--- config.mk ---
export PLATFORM = sky130hd
export DESIGN_NAME = xbus_seq
export DESIGN_NICKNAME = d
export VERILOG_FILES = /design/src/rtl/xbus_pkg.sv /design/src/rtl/xbus_ctrl.sv /design/src/rtl/xbus_dpath.sv /design/src/rtl/xbus_seq.sv
export SDC_FILE = /design/constraint.sdc
export NUM_CORES = 1
export LEC_CHECK = 0
export BUFFER_PORTS_ARGS = -buffer_cell sky130_fd_sc_hd__buf_2
export CAP_MARGIN = 20
export CORE_ASPECT_RATIO = 1.2
export CORE_MARGIN = 2
export CORE_UTILIZATION = 35
export DETAILED_ROUTE_END_ITERATION = 10
export MAX_ROUTING_LAYER = met4
export PLACE_DENSITY_LB_ADDON = 0.25
export SLEW_MARGIN = 10
export SYNTH_ARGS = -nofsm -noshare
export SYNTH_HDL_FRONTEND = slang
export SYNTH_SLANG_ARGS = --single-unit
export TNS_END_PERCENT = 50
--- constraint.sdc ---
create_clock -name clk -period 1.5 [get_ports clk]
set_input_delay 0.225 -clock clk [delete_from_list [all_inputs] [get_ports clk]]
set_output_delay 0.225 -clock clk [all_outputs]
set_load 0.05 [all_outputs]
--- src/rtl/xbus_pkg.sv ---
package xbus_pkg;
  typedef enum logic [1:0] {
    SEL_PC   = 2'd0,
    SEL_DATA = 2'd1,
    SEL_PORT = 2'd2
  } srcSel_e;

  typedef struct packed {
    logic    load;
    srcSel_e loSel;
    srcSel_e hiSel;
  } busCtl_t;
endpackage

--- src/rtl/xbus_ctrl.sv ---
module xbus_ctrl
  import xbus_pkg::*;
#(
  parameter int AW = 16,
  parameter int CLKS_PER_STATE = 2,
  parameter int STATES = 6,
  parameter logic [AW-1:0] INT_TOP = 16'h3FFF
) (
  input  logic          clk,
  input  logic          rst,
  input  logic          intRomEn,
  input  logic [AW-1:0] pc,
  input  logic          dataReq,
  input  logic          dataWide,
  output logic          ale,
  output logic          psenN,
  output busCtl_t       ctl
);
  localparam int CYC  = CLKS_PER_STATE * STATES;
  localparam int CW   = $clog2(CYC);
  localparam int SW   = $clog2(STATES);
  localparam logic [CW-1:0] LAST = CW'(CYC - 1);
  localparam logic [SW-1:0] ALE_A = '0;
  localparam logic [SW-1:0] ALE_B = SW'(STATES / 2);

  logic [CW-1:0] cnt;
  logic [SW-1:0] stateIdx;
  logic isData, isWide, fetchExt, load;

  assign load     = (cnt == LAST);
  assign stateIdx = SW'(cnt / CW'(CLKS_PER_STATE));

  always_ff @(posedge clk) begin
    if (rst) begin
      cnt      <= LAST;
      isData   <= 1'b0;
      isWide   <= 1'b0;
      fetchExt <= 1'b0;
    end else begin
      cnt <= load ? '0 : cnt + 1'b1;
      if (load) begin
        isData   <= dataReq;
        isWide   <= dataWide;
        fetchExt <= !intRomEn || (pc > INT_TOP);
      end
    end
  end

  always_comb begin
    ale   = (stateIdx == ALE_A) || (!isData && stateIdx == ALE_B);
    psenN = !(!isData && fetchExt &&
              (stateIdx == ALE_A + 1'b1 || stateIdx == ALE_B + 1'b1));
    ctl.load  = load;
    ctl.loSel = isData ? SEL_DATA : SEL_PC;
    ctl.hiSel = isData ? (isWide ? SEL_DATA : SEL_PORT) : SEL_PC;
  end

  // each latch pulse lasts exactly one state (two clocks)
  a_r2_ale_holds: assert property (@(posedge clk) disable iff (rst)
    $rose(ale) |=> ale);
  a_r2_ale_ends: assert property (@(posedge clk) disable iff (rst)
    (ale && $past(ale)) |=> !ale);
  // a read strobe only ever starts right after a latch pulse
  a_r3_psen_after_ale: assert property (@(posedge clk) disable iff (rst)
    $fell(psenN) |-> $past(ale));
  // the latch and read strobes are never active together
  a_r6_no_overlap: assert property (@(posedge clk) disable iff (rst)
    !(ale && !psenN));
  // the cycle kind stays fixed inside a machine cycle
  a_r9_kind_stable: assert property (@(posedge clk) disable iff (rst)
    (cnt != '0) |-> ($stable(isData) && $stable(fetchExt) && $stable(isWide)));
endmodule

--- src/rtl/xbus_dpath.sv ---
module xbus_dpath
  import xbus_pkg::*;
#(
  parameter int AW = 16,
  parameter int BW = 8
) (
  input  logic          clk,
  input  logic          rst,
  input  busCtl_t       ctl,
  input  logic [AW-1:0] pc,
  input  logic [AW-1:0] dataAddr,
  input  logic [BW-1:0] port2Reg,
  output logic [BW-1:0] addrLo,
  output logic [BW-1:0] addrHi
);
  logic [AW-1:0] pcQ, dataQ;
  logic [BW-1:0] portQ;

  always_ff @(posedge clk) begin
    if (rst) begin
      pcQ   <= '0;
      dataQ <= '0;
      portQ <= '0;
    end else if (ctl.load) begin
      pcQ   <= pc;
      dataQ <= dataAddr;
      portQ <= port2Reg;
    end
  end

  always_comb begin
    addrLo = (ctl.loSel == SEL_DATA) ? dataQ[BW-1:0] : pcQ[BW-1:0];
    unique case (ctl.hiSel)
      SEL_DATA: addrHi = dataQ[2*BW-1:BW];
      SEL_PORT: addrHi = portQ;
      default:  addrHi = pcQ[2*BW-1:BW];
    endcase
  end

  // address bytes only move at a cycle boundary
  a_r9_addr_hold: assert property (@(posedge clk) disable iff (rst)
    !ctl.load |=> $stable({addrLo, addrHi}));
endmodule

--- src/rtl/xbus_seq.sv ---
module xbus_seq
  import xbus_pkg::*;
#(
  parameter int AW = 16,
  parameter int BW = 8,
  parameter int CLKS_PER_STATE = 2,
  parameter int STATES = 6,
  parameter logic [AW-1:0] INT_TOP = 16'h3FFF
) (
  input  logic          clk,
  input  logic          rst,
  input  logic          intRomEn,
  input  logic [AW-1:0] pc,
  input  logic          dataReq,
  input  logic          dataWide,
  input  logic [AW-1:0] dataAddr,
  input  logic [BW-1:0] port2Reg,
  output logic          ale,
  output logic          psenN,
  output logic [1:0]    loSel,
  output logic [1:0]    hiSel,
  output logic [BW-1:0] addrLo,
  output logic [BW-1:0] addrHi
);
  busCtl_t ctl;

  xbus_ctrl #(.AW(AW), .CLKS_PER_STATE(CLKS_PER_STATE), .STATES(STATES),
              .INT_TOP(INT_TOP)) ctrl_i (
    .clk(clk), .rst(rst), .intRomEn(intRomEn), .pc(pc),
    .dataReq(dataReq), .dataWide(dataWide),
    .ale(ale), .psenN(psenN), .ctl(ctl)
  );

  xbus_dpath #(.AW(AW), .BW(BW)) dpath_i (
    .clk(clk), .rst(rst), .ctl(ctl), .pc(pc), .dataAddr(dataAddr),
    .port2Reg(port2Reg), .addrLo(addrLo), .addrHi(addrHi)
  );

  assign loSel = ctl.loSel;
  assign hiSel = ctl.hiSel;
endmodule

* Yosys cells after proc, flatten, opt, wreduce, memory -nomap -nowiden
Index checks and enable logic that the tools add are counted.
Word-level totals: register bits 47, input bits 45, output and inout port bits 22
Operators by class: $add $sub $neg 1, order comparisons 1, equal/unequal tests 7, mux-type cells 6, reductions and logical operators 11
Operator list (number):
- $gt A16 B14 Y1 const B | 1
- $pmux W8 S2 | 1
- $mux W8 | 1
- $add A4 B1 Y4 const B | 1
- $eq A4 B4 Y1 const B | 1
- $mux W2 | 2
- $mux W4 | 1
- $eq A3 B1 Y1 const B | 1
- $eq A3 B2 Y1 const B | 1
- $eq A3 B3 Y1 const B | 1
- $logic_and A1 B1 Y1 | 3
- $logic_not A1 Y1 | 3
- $logic_not A3 Y1 | 1
- $logic_or A1 B1 Y1 | 3
- $eq A2 B1 Y1 const B | 1
- $eq A2 B2 Y1 const B | 1
- $reduce_or A2 Y1 | 1
- $eq A1 B1 Y1 const B | 1
- $mux W1 | 1

* Logic depth before layout (Yosys ltp)
Gate-level depths: netlist (run 1).
depth after elaboration 4, mapped depth 6

* Cells and area by module
Synthesis (run 1) repeated with hierarchy kept, for this count alone.
Unflattened totals: cell total of the unflattened synthesis 209, area total of the unflattened synthesis 2113.3 µm²
By module, submodules not included:
- xbus_dpath | times used 1, cells an instance 170, area an instance 1756.7 µm², seq. area each 800.8 µm²
- xbus_ctrl | times used 1, cells an instance 39, area an instance 356.6 µm², seq. area each 140.1 µm²

* Least setup slack after synthesis (run 1)
OpenSTA, ideal clock, no wires.
kind reg-to-output, from reg ctrl_i.isData, to out addrHi[7], arrival time 1541 ps, slack -266 ps, cell stages (with the launch flop) 5, buffers on the path 2, cells stage by stage dfxtp_1 > buf_2 > buf_2 > nor2_1 > a21oi_1
Between the ends: cells in the longest elaborated chain, start to end 3, elaborated cells between the ends (all ways) 4, those cells by class 2 x eq/ne; 2 x mux
RTL lines:
- start: declaration | RTL line xbus_ctrl.sv:28 | logic isData, isWide, fetchExt, load;
- start signal: assignment | RTL line xbus_ctrl.sv:42 | isData <= dataReq;
- $mux W2 (*) | RTL line xbus_ctrl.sv:55 | ctl.hiSel = isData ? (isWide ? SEL_DATA : SEL_PORT) : SEL_PC;
- $eq A2 B2 Y1 / $eq A2 B1 Y1 (equally long branches) | RTL line xbus_dpath.sv:33 | unique case (ctl.hiSel)
- $pmux W8 S2 (*) | RTL line xbus_dpath.sv:33
- end: declaration | RTL line xbus_seq.sv:23 | output logic [BW-1:0] addrHi
Mark *: on every way between the ends. The rest lies on a longest branch, timed or not.

* Worst setup path after layout (run 1)
from reg ctrl_i.isData, to out addrLo[3]
Between the ends: cells in the longest elaborated chain, start to end 3
RTL lines:
- $mux W1 | RTL line xbus_ctrl.sv:54 | ctl.loSel = isData ? SEL_DATA : SEL_PC;
- $eq A1 B1 Y1 | RTL line xbus_dpath.sv:32 | addrLo = (ctl.loSel == SEL_DATA) ? dataQ[BW-1:0] : pcQ[BW-1:0];
- $mux W8 | RTL line xbus_dpath.sv:32
- end: declaration | RTL line xbus_seq.sv:22 | output logic [BW-1:0] addrLo,
Every way passes these cells.

==> impl_metrics.yaml, run 1 <==
critical_path:
  worstPathArrival_ps: 1340
  cp-startpoint: "ctrl_i.isData"
  critPathMaxFanout: 6
  r2r-start: "ctrl_i.cnt[0]"
  startpoint_type: "flop"
  required_ps: 1270
  critPathKind: "reg2out"
  endpoint_kind: "output port"
clocking:
  clock_sinks: 47
  h-tree-depth: 2
  clkTransAtPathRegs_ps: 90
  clock_tree.root_cell: "clkbuf_8"
  cts_tree: "yes"
  clkLatencyLatePin_ps: 300
  numCtsBuffers: 5
  clock_path_buffers: 2
cells_and_area:
  drive_above_1_share_pct: 38.7
  syn_to_final_growth_pct: 39.3
  multi_input_area_um2: 1060
  design_area_um2: 2840
  diodes: 0
  ff_latch_area_um2: 947
  fillers: 574
  fin_util_pct: 50.5
  num-nets-final: 364
logic_synthesis:
  synth_mux_area_share_pct: 8.83
  syn_inst: 252
  syn_nets: 298
  async_flop_share_pct: 0
  avgSynthCellArea_um2: 8.09
  synth-adder-area-share_pct: 0.613
  ys_warn_count: 0
  synth_compound_area_share_pct: 14.3
  synthXorXnorAreaFrac_pct: 0.859
  synth.distinct_cells: 27
  synthSimpleGateAreaFrac_pct: 21.2
  synth_top_family_by_area: "simple AND/OR/NAND/NOR gates"
  ys_seq_area_share_pct: 46.1
  synth_area_um2: 2040
  synth_seq_cells: 47
  ys.flop_type: "dfxtp_1"
  synth-edff-count: 0
place:
  port-buffer-count: 65
  gp_congestion: 0.780
  dp.final_hpwl_um: 3230
  dpl_cell_area_um2: 2410
timing:
  slew_violations: 0
  finalSetupViolations: 17
  rsz0062_at_grt: "yes"
  timing.final.ws_setup_ps: -63.9
  hold_violations: 0
  whs_ps: 131
  skew_ps: 13.2
  period_needed_ps: 1560
  min_period_over_period_pct: 104
  fmax_mhz: 639
die:
  die_h_um: 87.6
  dieArea_um2: 6460
  core_area_um2: 5630
  placementRows: 30
  start_util_pct: 36.2
  ios: 67
  die_w_um: 73.7
power:
  swShare_pct: 37.7
  peakVddDrop_uv: 563
  p_seq_share_pct: 39.7
  leakagePower_nw: 1.17
  power.switching_w: 0.00146
  cellPowerDensity_nw_per_um2: 1360
  combPwrFrac_pct: 41.2
  clkPwrFrac_pct: 19.1
  intPower_w: 0.00240
global_routing:
  grt_max_degree: 39
  first_global_vias: 1760
  grtUsageTotal_pct: 16.3
  grt_overflow: 0
  antenna_found_initial: 0
  grt_pass1_wl_um: 7980
detailed_routing:
  vias: 1849
  ant_nets: 0
  initialDrtViolationCount: 70
  wirelength_um: 5000
  detailedRoute.firstPassIterationCount: 4
  via_per_inst: 4.84
  drc_errors: 0
  wl_per_cell_um: 13.1
min_path:
  hold_path_startpoint: "intRomEn"
  hold_class: "in2reg"
run_status:
  status: "finished with violations"
  violations: "setup timing"
run:
  maxCapViolCount: 0
## cell families (layout without fill, tap and decap cells)
group | after synthesis | after routing
compound gates | 54 | 54
xor+xnor | 2 | 2
fa+ha+maj | 1 | 1
buf+inv | 22 | 88
flops | 47 | 47
mux | 17 | 17
other cells | 1 | 1
simple gates | 108 | 108
## path summary, 6_finish.rpt
path | endpoint | slack, ps | cells after the start
worst max-delay path | addrLo[3] | -60 | 3
worst min-delay path | ctrl_i.fetchExt | 130 | 2
worst max register to register | ctrl_i.fetchExt | 100 | 5
worst min register to register | dpath_i.pcQ[0] | 460 | 2
## cell usage after synthesis, types with 2 or more instances
master | count | area [µm²]
buf_4 | 2 | 15.0
a21oi_2 | 3 | 26.3
dfxtp_1 | 47 | 941
mux2_2 | 8 | 90.1
nor2b_1 | 2 | 12.5
a21oi_1 | 48 | 240
buf_8 | 4 | 60.1
nand2_1 | 85 | 319
mux2i_1 | 9 | 90.1
clkbuf_1 | 5 | 18.8
nor2_1 | 14 | 52.6
buf_6 | 2 | 22.5
buf_2 | 9 | 45.0
## layout by cell type (no fill, tap or decap), drive strengths merged
master	Yosys	layout
nand2	85	85
buf	17	81
a21oi	51	51
dfxtp	47	47
nor2	15	15
mux2i	9	9
mux2	8	8
clkbuf	5	5
nor2b	2	2
clkinv	0	2
and2	1	1
xor2	1	1
nand3	1	1
and3b	1	1
nand3b	1	1
or2	1	1
a311oi	1	1
xnor2	1	1
nor3b	1	1
a211o	1	1
o21bai	1	1
ha	1	1
conb	1	1
## flip-flops by register name, summed over array words and instances (netlist names)
register and count:
ctrl_i.isWide 1, dpath_i.pcQ 16, dpath_i.dataQ 16, dpath_i.portQ 8
ctrl_i.isData 1, ctrl_i.fetchExt 1, ctrl_i.cnt 4
## layout make-up
cell class	count	area share (%)
clock buffers	5	2.42
clock inverters	2	0.484
multi-input cells	183	37.2
flip-flops and latches	47	33.3
well taps	64	2.82
repair buffers	81	23.7
## layer usage
metal	wire [µm]	vias up	track usage (%)	share of wire [%]
li1	-	947	-	-
met1	2360	848	20.7	47
met2	2370	49	25.6	47
met3	220	5	3.68	4.4
met4	53	0	4.96	1.1
met5	0	-	-	0
## repair_timing
item	in CTS	in global routing
gates resized for setup	57	27
hold buffers	0	0
buffers inserted	0	4
endpoints found under the setup margin	20	21
gates cloned	1	0
pin swaps	1	3
## through the flow
step,setup WS [ps],std cells,TNS [ps],power [W]
3_5_place_dp,124,370,0,0.00283
4_1_cts,-68.1,378,-753,0.00380
5_1_grt,-132,382,-1680,0.00410
3_3_place_gp,174,370,0,0.00281
2_1_floorplan,-262,252,-1980,0.00255
6_report,-63.9,382,-569,0.00386
## power by group through the flow
stage | Combinational (W) | Sequential, W | Clock (W)
2_1_floorplan | 0.00105 | 0.00151 | 0
3_3_place_gp | 0.00128 | 0.00154 | 0
3_5_place_dp | 0.00129 | 0.00154 | 0
4_1_cts | 0.00151 | 0.00152 | 0.000765
5_1_grt | 0.00171 | 0.00156 | 0.000826
6_report | 0.00159 | 0.00153 | 0.000736
## critical path, stage by stage (launching register included)
cell	delay [ps]
dfxtp_4	400
buf_6	150
mux2_2	340
buf_6	150
(Power assumes the default switching activity.)
==> inputs of run 2 (changes only) <==
--- a/config.mk
+++ b/config.mk
@@ -5,6 +5,7 @@
 export SDC_FILE = /design/constraint.sdc
 export NUM_CORES = 1
 export LEC_CHECK = 0
+export ABC_AREA = 1
 export BUFFER_PORTS_ARGS = -buffer_cell sky130_fd_sc_hd__buf_2
 export CAP_MARGIN = 20
 export CORE_ASPECT_RATIO = 1.2
==> impl_metrics.yaml, run 2 <==
place:
  gp_congestion: 0.711
  dp.final_hpwl_um: 3310
  pre_cts_slack_ps: 69.8
  port-buffer-count: 65
detailed_routing:
  wirelength_um: 4910
  via_per_inst: 4.22
  ant_nets: 0
  detailedRoute.firstPassIterationCount: 4
  wl_per_cell_um: 10.0
  initialDrtViolationCount: 66
  drc_errors: 0
  vias: 2069
critical_path:
  regToRegSetupSlack_ps: 240
  cp_slowest_cell: "dfxtp_4"
  r2r_end: "dpath_i.dataQ[7]"
  cpPeakStageDelay_ps: 370
  path_cells: "inv_4 -> buf_6 -> nand2_1 -> o211ai_1 -> buf_4"
  r2r-start: "ctrl_i.cnt[0]"
  rr_worst_depth: 6
  worstPathArrival_ps: 1340
  worst-path-buf-inv: 3
  crit_family: "buffers and inverters"
  critPathKind: "reg2out"
  startpoint_type: "flop"
  required_ps: 1270
  endpoint_kind: "output port"
  critPathMaxFanout: 10
logic_synthesis:
  syn_inst: 347
  ys_warn_count: 0
  avgSynthCellArea_um2: 6.43
  synth_top_area_share_pct: 42.2
  yosys-top-cells-area: "dfxtp_1 (42%), nand2_1 (19%), nor2_1 (13%), inv_1 (8.1%), nor2_2 (3.1%)"
  ys_seq_area_share_pct: 42.2
  synth_seq_cells: 47
  syn_nets: 393
  synth-edff-count: 0
  synth.distinct_cells: 24
  yosys-top-cells-count: "nand2_1 (113), nor2_1 (76), inv_1 (48)"
  ys.flop_type: "dfxtp_1"
  synth_top_area_cell: "dfxtp_1"
  synth_area_um2: 2230
  yosysMostFrequentCell: "nand2_1"
  async_flop_share_pct: 0
timing:
  setup_tns_ps: -186
  period_needed_ps: 1560
  hold_violations: 0
  slew_violations: 0
  finalSetupViolations: 9
  timing.final.ws_setup_ps: -63.0
  rsz0062_at_grt: "yes"
  whs_ps: 146
  skew_ps: 2.78
  min_period_over_period_pct: 104
  fmax_mhz: 640
clocking:
  clock_sinks: 47
  clkLatencyLatePin_ps: 290
  clkTransAtPathRegs_ps: 80
  clock_tree.root_cell: "clkbuf_8"
  numCtsBuffers: 5
  cts_tree: "yes"
  h-tree-depth: 2
  holdBufCountCts: 0
  clock_path_buffers: 2
die:
  start_util_pct: 36.6
  core_area_um2: 6090
  die_w_um: 76.9
  die_h_um: 91.4
  placementRows: 31
  dieArea_um2: 7030
  ios: 67
power:
  intPower_w: 0.00272
  cellPowerDensity_nw_per_um2: 1740
  combPwrFrac_pct: 47.8
  leakagePower_nw: 1.50
  p_seq_share_pct: 36.4
  power.switching_w: 0.00214
  clkPwrFrac_pct: 15.8
  swShare_pct: 44.1
  peakVddDrop_uv: 702
cells_and_area:
  num-nets-final: 454
  diodes: 0
  syn_to_final_growth_pct: 25.4
  drive_above_1_share_pct: 24.8
  reg.largest.list: "dpath_i.dataQ x16, dpath_i.pcQ x16, dpath_i.portQ x8"
  fin_util_pct: 45.9
  final_cell_mix: "nand2_1 (112), nor2_1 (76), buf_2 (48), inv_1 (47), dfxtp_1 (44)"
  layout_commonest_cell: "nand2_1"
min_path:
  hold_class: "in2reg"
  hold_path_startpoint: "rst"
  whs_path_depth: 2
  min_to: "ctrl_i.cnt[2]"
global_routing:
  first_global_vias: 1907
  grt_overflow: 0
  antenna_found_initial: 0
  grt_pass1_wl_um: 8110
  grtUsageTotal_pct: 14.7
  grt_max_degree: 48
run_status:
  violations: "setup timing"
  status: "finished with violations"
run:
  maxCapViolCount: 0
[run 2: cell count changes in the layout (fill, tap and decap cells not counted), moves of 7 or more]
cell,previous run,this run
a21oi_2,9,0
nor2_2,4,11
buf_4,9,20
nor2_1,10,76
nand2_1,85,112
buf_8,7,0
buf_6,15,2
o211ai_1,0,8
a21oi_1,40,0
inv_1,0,47
[run 2: power by group through the flow]
stage	combinational (W)	clock [W]	sequential [W]
global route	0.00259	0.000850	0.00181
floorplan	0.00184	0	0.00173
finish	0.00232	0.000766	0.00177
detailed placement	0.00222	0	0.00178
global placement	0.00220	0	0.00177
CTS	0.00235	0.000797	0.00177
[run 2: final cells by class]
type | instances | area, µm²
fill | 656 | 3290
clock inverter | 1 | 5.00
timing repair buffer | 72 | 453
tap | 82 | 103
inverter | 50 | 190
multi-input combinational | 232 | 1010
clock buffer | 6 | 82.6
sequential | 47 | 950
[run 2: worst max path at each step]
stage / cells past startpoint / from / slack, ps / endpoint
after floorplan: 2 / ctrl_i.isData / -250 / addrLo[0]
after global placement: 5 / ctrl_i.isData / 100 / addrHi[7]
after detailed placement: 5 / ctrl_i.isData / 70 / addrHi[7]
after CTS: 5 / ctrl_i.isData / -80 / addrHi[7]
after global routing: 5 / ctrl_i.isData / -130 / addrHi[7]
final: 5 / ctrl_i.isData / -60 / addrHi[7]
[run 2: logic make-up after synthesis]
group | Yosys count | share of synthesized area, %
DFF | 47 | 42.2
adders and majority gates | 1 | 0.561
buffers and inverters | 69 | 13.9
AOI/OAI and AO/OA | 19 | 5.28
xor gates and xnor gates | 2 | 0.786
other | 1 | 0.168
and+or+nand+nor | 208 | 37.1
[run 2: metrics by stage]
stage | total power [W] | area, µm² | std cells
finish | 0.00486 | 2800 | 490
global route | 0.00524 | 2800 | 490
CTS | 0.00491 | 2800 | 490
detailed placement | 0.00399 | 2640 | 482
global placement | 0.00397 | 2640 | 482
floorplan | 0.00356 | 2250 | 347
[run 2: routing by layer]
layer	track usage (%)	vias to the layer above	wire, µm
met5	-	-	0
met4	5.45	0	78
met3	3.38	6	203
met2	25.6	38	2370
met1	16.4	888	2260
li1	-	1137	-
[run 2: timing repair]
| action | CTS | global route |
|---|---|---|
| buffers inserted | 0 | 0 |
| setup endpoints to repair | 19 | 18 |
| cloned | 1 | 0 |
| resized for setup | 31 | 0 |
| pin swaps | 4 | 5 |
==> inputs of run 3 (changes only) <==
--- a/config.mk
+++ b/config.mk
@@ -10,7 +10,7 @@
 export CAP_MARGIN = 20
 export CORE_ASPECT_RATIO = 1.2
 export CORE_MARGIN = 2
-export CORE_UTILIZATION = 35
+export CORE_UTILIZATION = 47
 export DETAILED_ROUTE_END_ITERATION = 10
 export MAX_ROUTING_LAYER = met4
 export PLACE_DENSITY_LB_ADDON = 0.25
==> impl_metrics.yaml, run 3 (same netlist as run 2, synthesis figures left out) <==
run_status:
  status: "finished with violations"
  violations: "setup timing"
detailed_routing:
  drc_errors: 0
  detailedRoute.firstPassIterationCount: 4
  vias: 2085
  wl_per_cell_um: 10.0
  wirelength_um: 4740
  ant_nets: 0
  initialDrtViolationCount: 79
  via_per_inst: 4.42
die:
  core_area_um2: 4590
  placementRows: 27
  start_util_pct: 48.5
  die_h_um: 79.5
  die_w_um: 66.9
  dieArea_um2: 5310
  ios: 67
place:
  gp_congestion: 0.766
  dp.final_hpwl_um: 3230
  pre_cts_slack_ps: 102
  port-buffer-count: 65
cells_and_area:
  fin_util_pct: 61.1
  fillers: 471
  syn_to_final_growth_pct: 26.0
  reg.largest.list: "dpath_i.dataQ x16, dpath_i.pcQ x16, dpath_i.portQ x8"
  num-nets-final: 459
  final_cell_mix: "nand2_1 (112), nor2_1 (76), inv_1 (47), buf_2 (47), dfxtp_1 (44)"
  drive_above_1_share_pct: 25.6
  diodes: 0
  layout_commonest_cell: "nand2_1"
clocking:
  clkLatencyLatePin_ps: 290
  cts_tree: "yes"
  clock_sinks: 47
  clock_path_buffers: 2
  holdBufCountCts: 0
  clock_tree.root_cell: "clkbuf_8"
  h-tree-depth: 2
  clkTransAtPathRegs_ps: 90
  numCtsBuffers: 5
timing:
  hold_violations: 0
  min_period_over_period_pct: 101
  finalSetupViolations: 2
  period_needed_ps: 1510
  fmax_mhz: 662
  timing.final.ws_setup_ps: -9.69
  rsz0062_at_grt: "yes"
  slew_violations: 0
  skew_ps: 5.31
  whs_ps: 145
power:
  leakagePower_nw: 1.51
  cellPowerDensity_nw_per_um2: 1730
  peakVddDrop_uv: 967
critical_path:
  crit_family: "flip-flops"
  cp_slowest_cell: "dfxtp_4"
  worst-path-buf-inv: 2
  startpoint_type: "flop"
  required_ps: 1270
  endpoint_kind: "output port"
  path_cells: "inv_4 -> nor2_4 -> nand2_1 -> o211ai_1 -> buf_4"
  critPathMaxFanout: 5
  critPathKind: "reg2out"
  worstPathArrival_ps: 1280
  cpPeakStageDelay_ps: 380
global_routing:
  antenna_found_initial: 0
  first_global_vias: 1784
  grt_overflow: 0
  grtUsageTotal_pct: 18.9
  grt_pass1_wl_um: 7490
  grt_max_degree: 60
min_path:
  hold_class: "in2reg"
run:
  maxCapViolCount: 0
## run 3: report_power, final
| part | internal [W] | switching [W] | total [W] |
|---|---|---|---|
| registers | 0.00159 | 0.000181 | 0.00177 |
| logic | 0.000782 | 0.00158 | 0.00236 |
| clock network | 0.000326 | 0.000411 | 0.000737 |
| total | 0.00270 | 0.00217 | 0.00486 |
## run 3: per-stage QoR
step	cells	total power (W)	setup TNS (ps)	area (µm²)
floorplan	347	0.00356	-2780	2250
global placement	461	0.00392	0	2610
detailed placement	461	0.00396	0	2610
CTS	472	0.00487	-234	2780
global route	472	0.00524	-849	2810
finish	472	0.00486	-11.5	2810
## run 3: path summary, 6_finish.rpt
check,from,to,slack [ps],cells after the start
max,ctrl_i.isData,addrHi[6],-10,5
min,pc[6],dpath_i.pcQ[6],140,3
max reg2reg,ctrl_i.cnt[0],ctrl_i.cnt[2],90,5
min reg2reg,ctrl_i.cnt[0],ctrl_i.cnt[0],500,1
## run 3: timing repair
action | in CTS | in global routing
pin swaps | 1 | 3
endpoints found under the hold margin | 0 | 0
resized for setup | 26 | 11
cloned | 2 | 0
buffers inserted | 1 | 0
setup endpoints to repair | 19 | 17
## run 3: final cells by class
| cell class | count | area (µm²) | share of cell area (%) |
|---|---|---|---|
| Clock buffer | 6 | 72.6 | 2.58 |
| Timing Repair Buffer | 77 | 492 | 17.5 |
| Inverter | 50 | 190 | 6.77 |
| Sequential cell | 47 | 950 | 33.8 |
| Tap cell | 58 | 72.6 | 2.58 |
| Multi-Input combinational cell | 232 | 1020 | 36.3 |
| Clock inverter | 2 | 12.5 | 0.445 |
## run 3: routing by layer
metal  routed length (µm)  vias up  track usage, %  share of wire (%)
li1                     -     1150               -                  -
met1                 2220      876            22.5                 47
met2                 2200       52            31.4                 46
met3                  246        7            3.53                5.2
met4                   70        0            7.35                1.5
met5                    0        -               -                  0
## run 3: worst register-to-register path: cells and delay by family (launching register included)
family                   cells  cell delay, ps
AND/OR/NAND/NOR              2             330
adder cells (fa/ha/maj)      1             240
buffers and inverters        2             430
flip-flops                   1             330
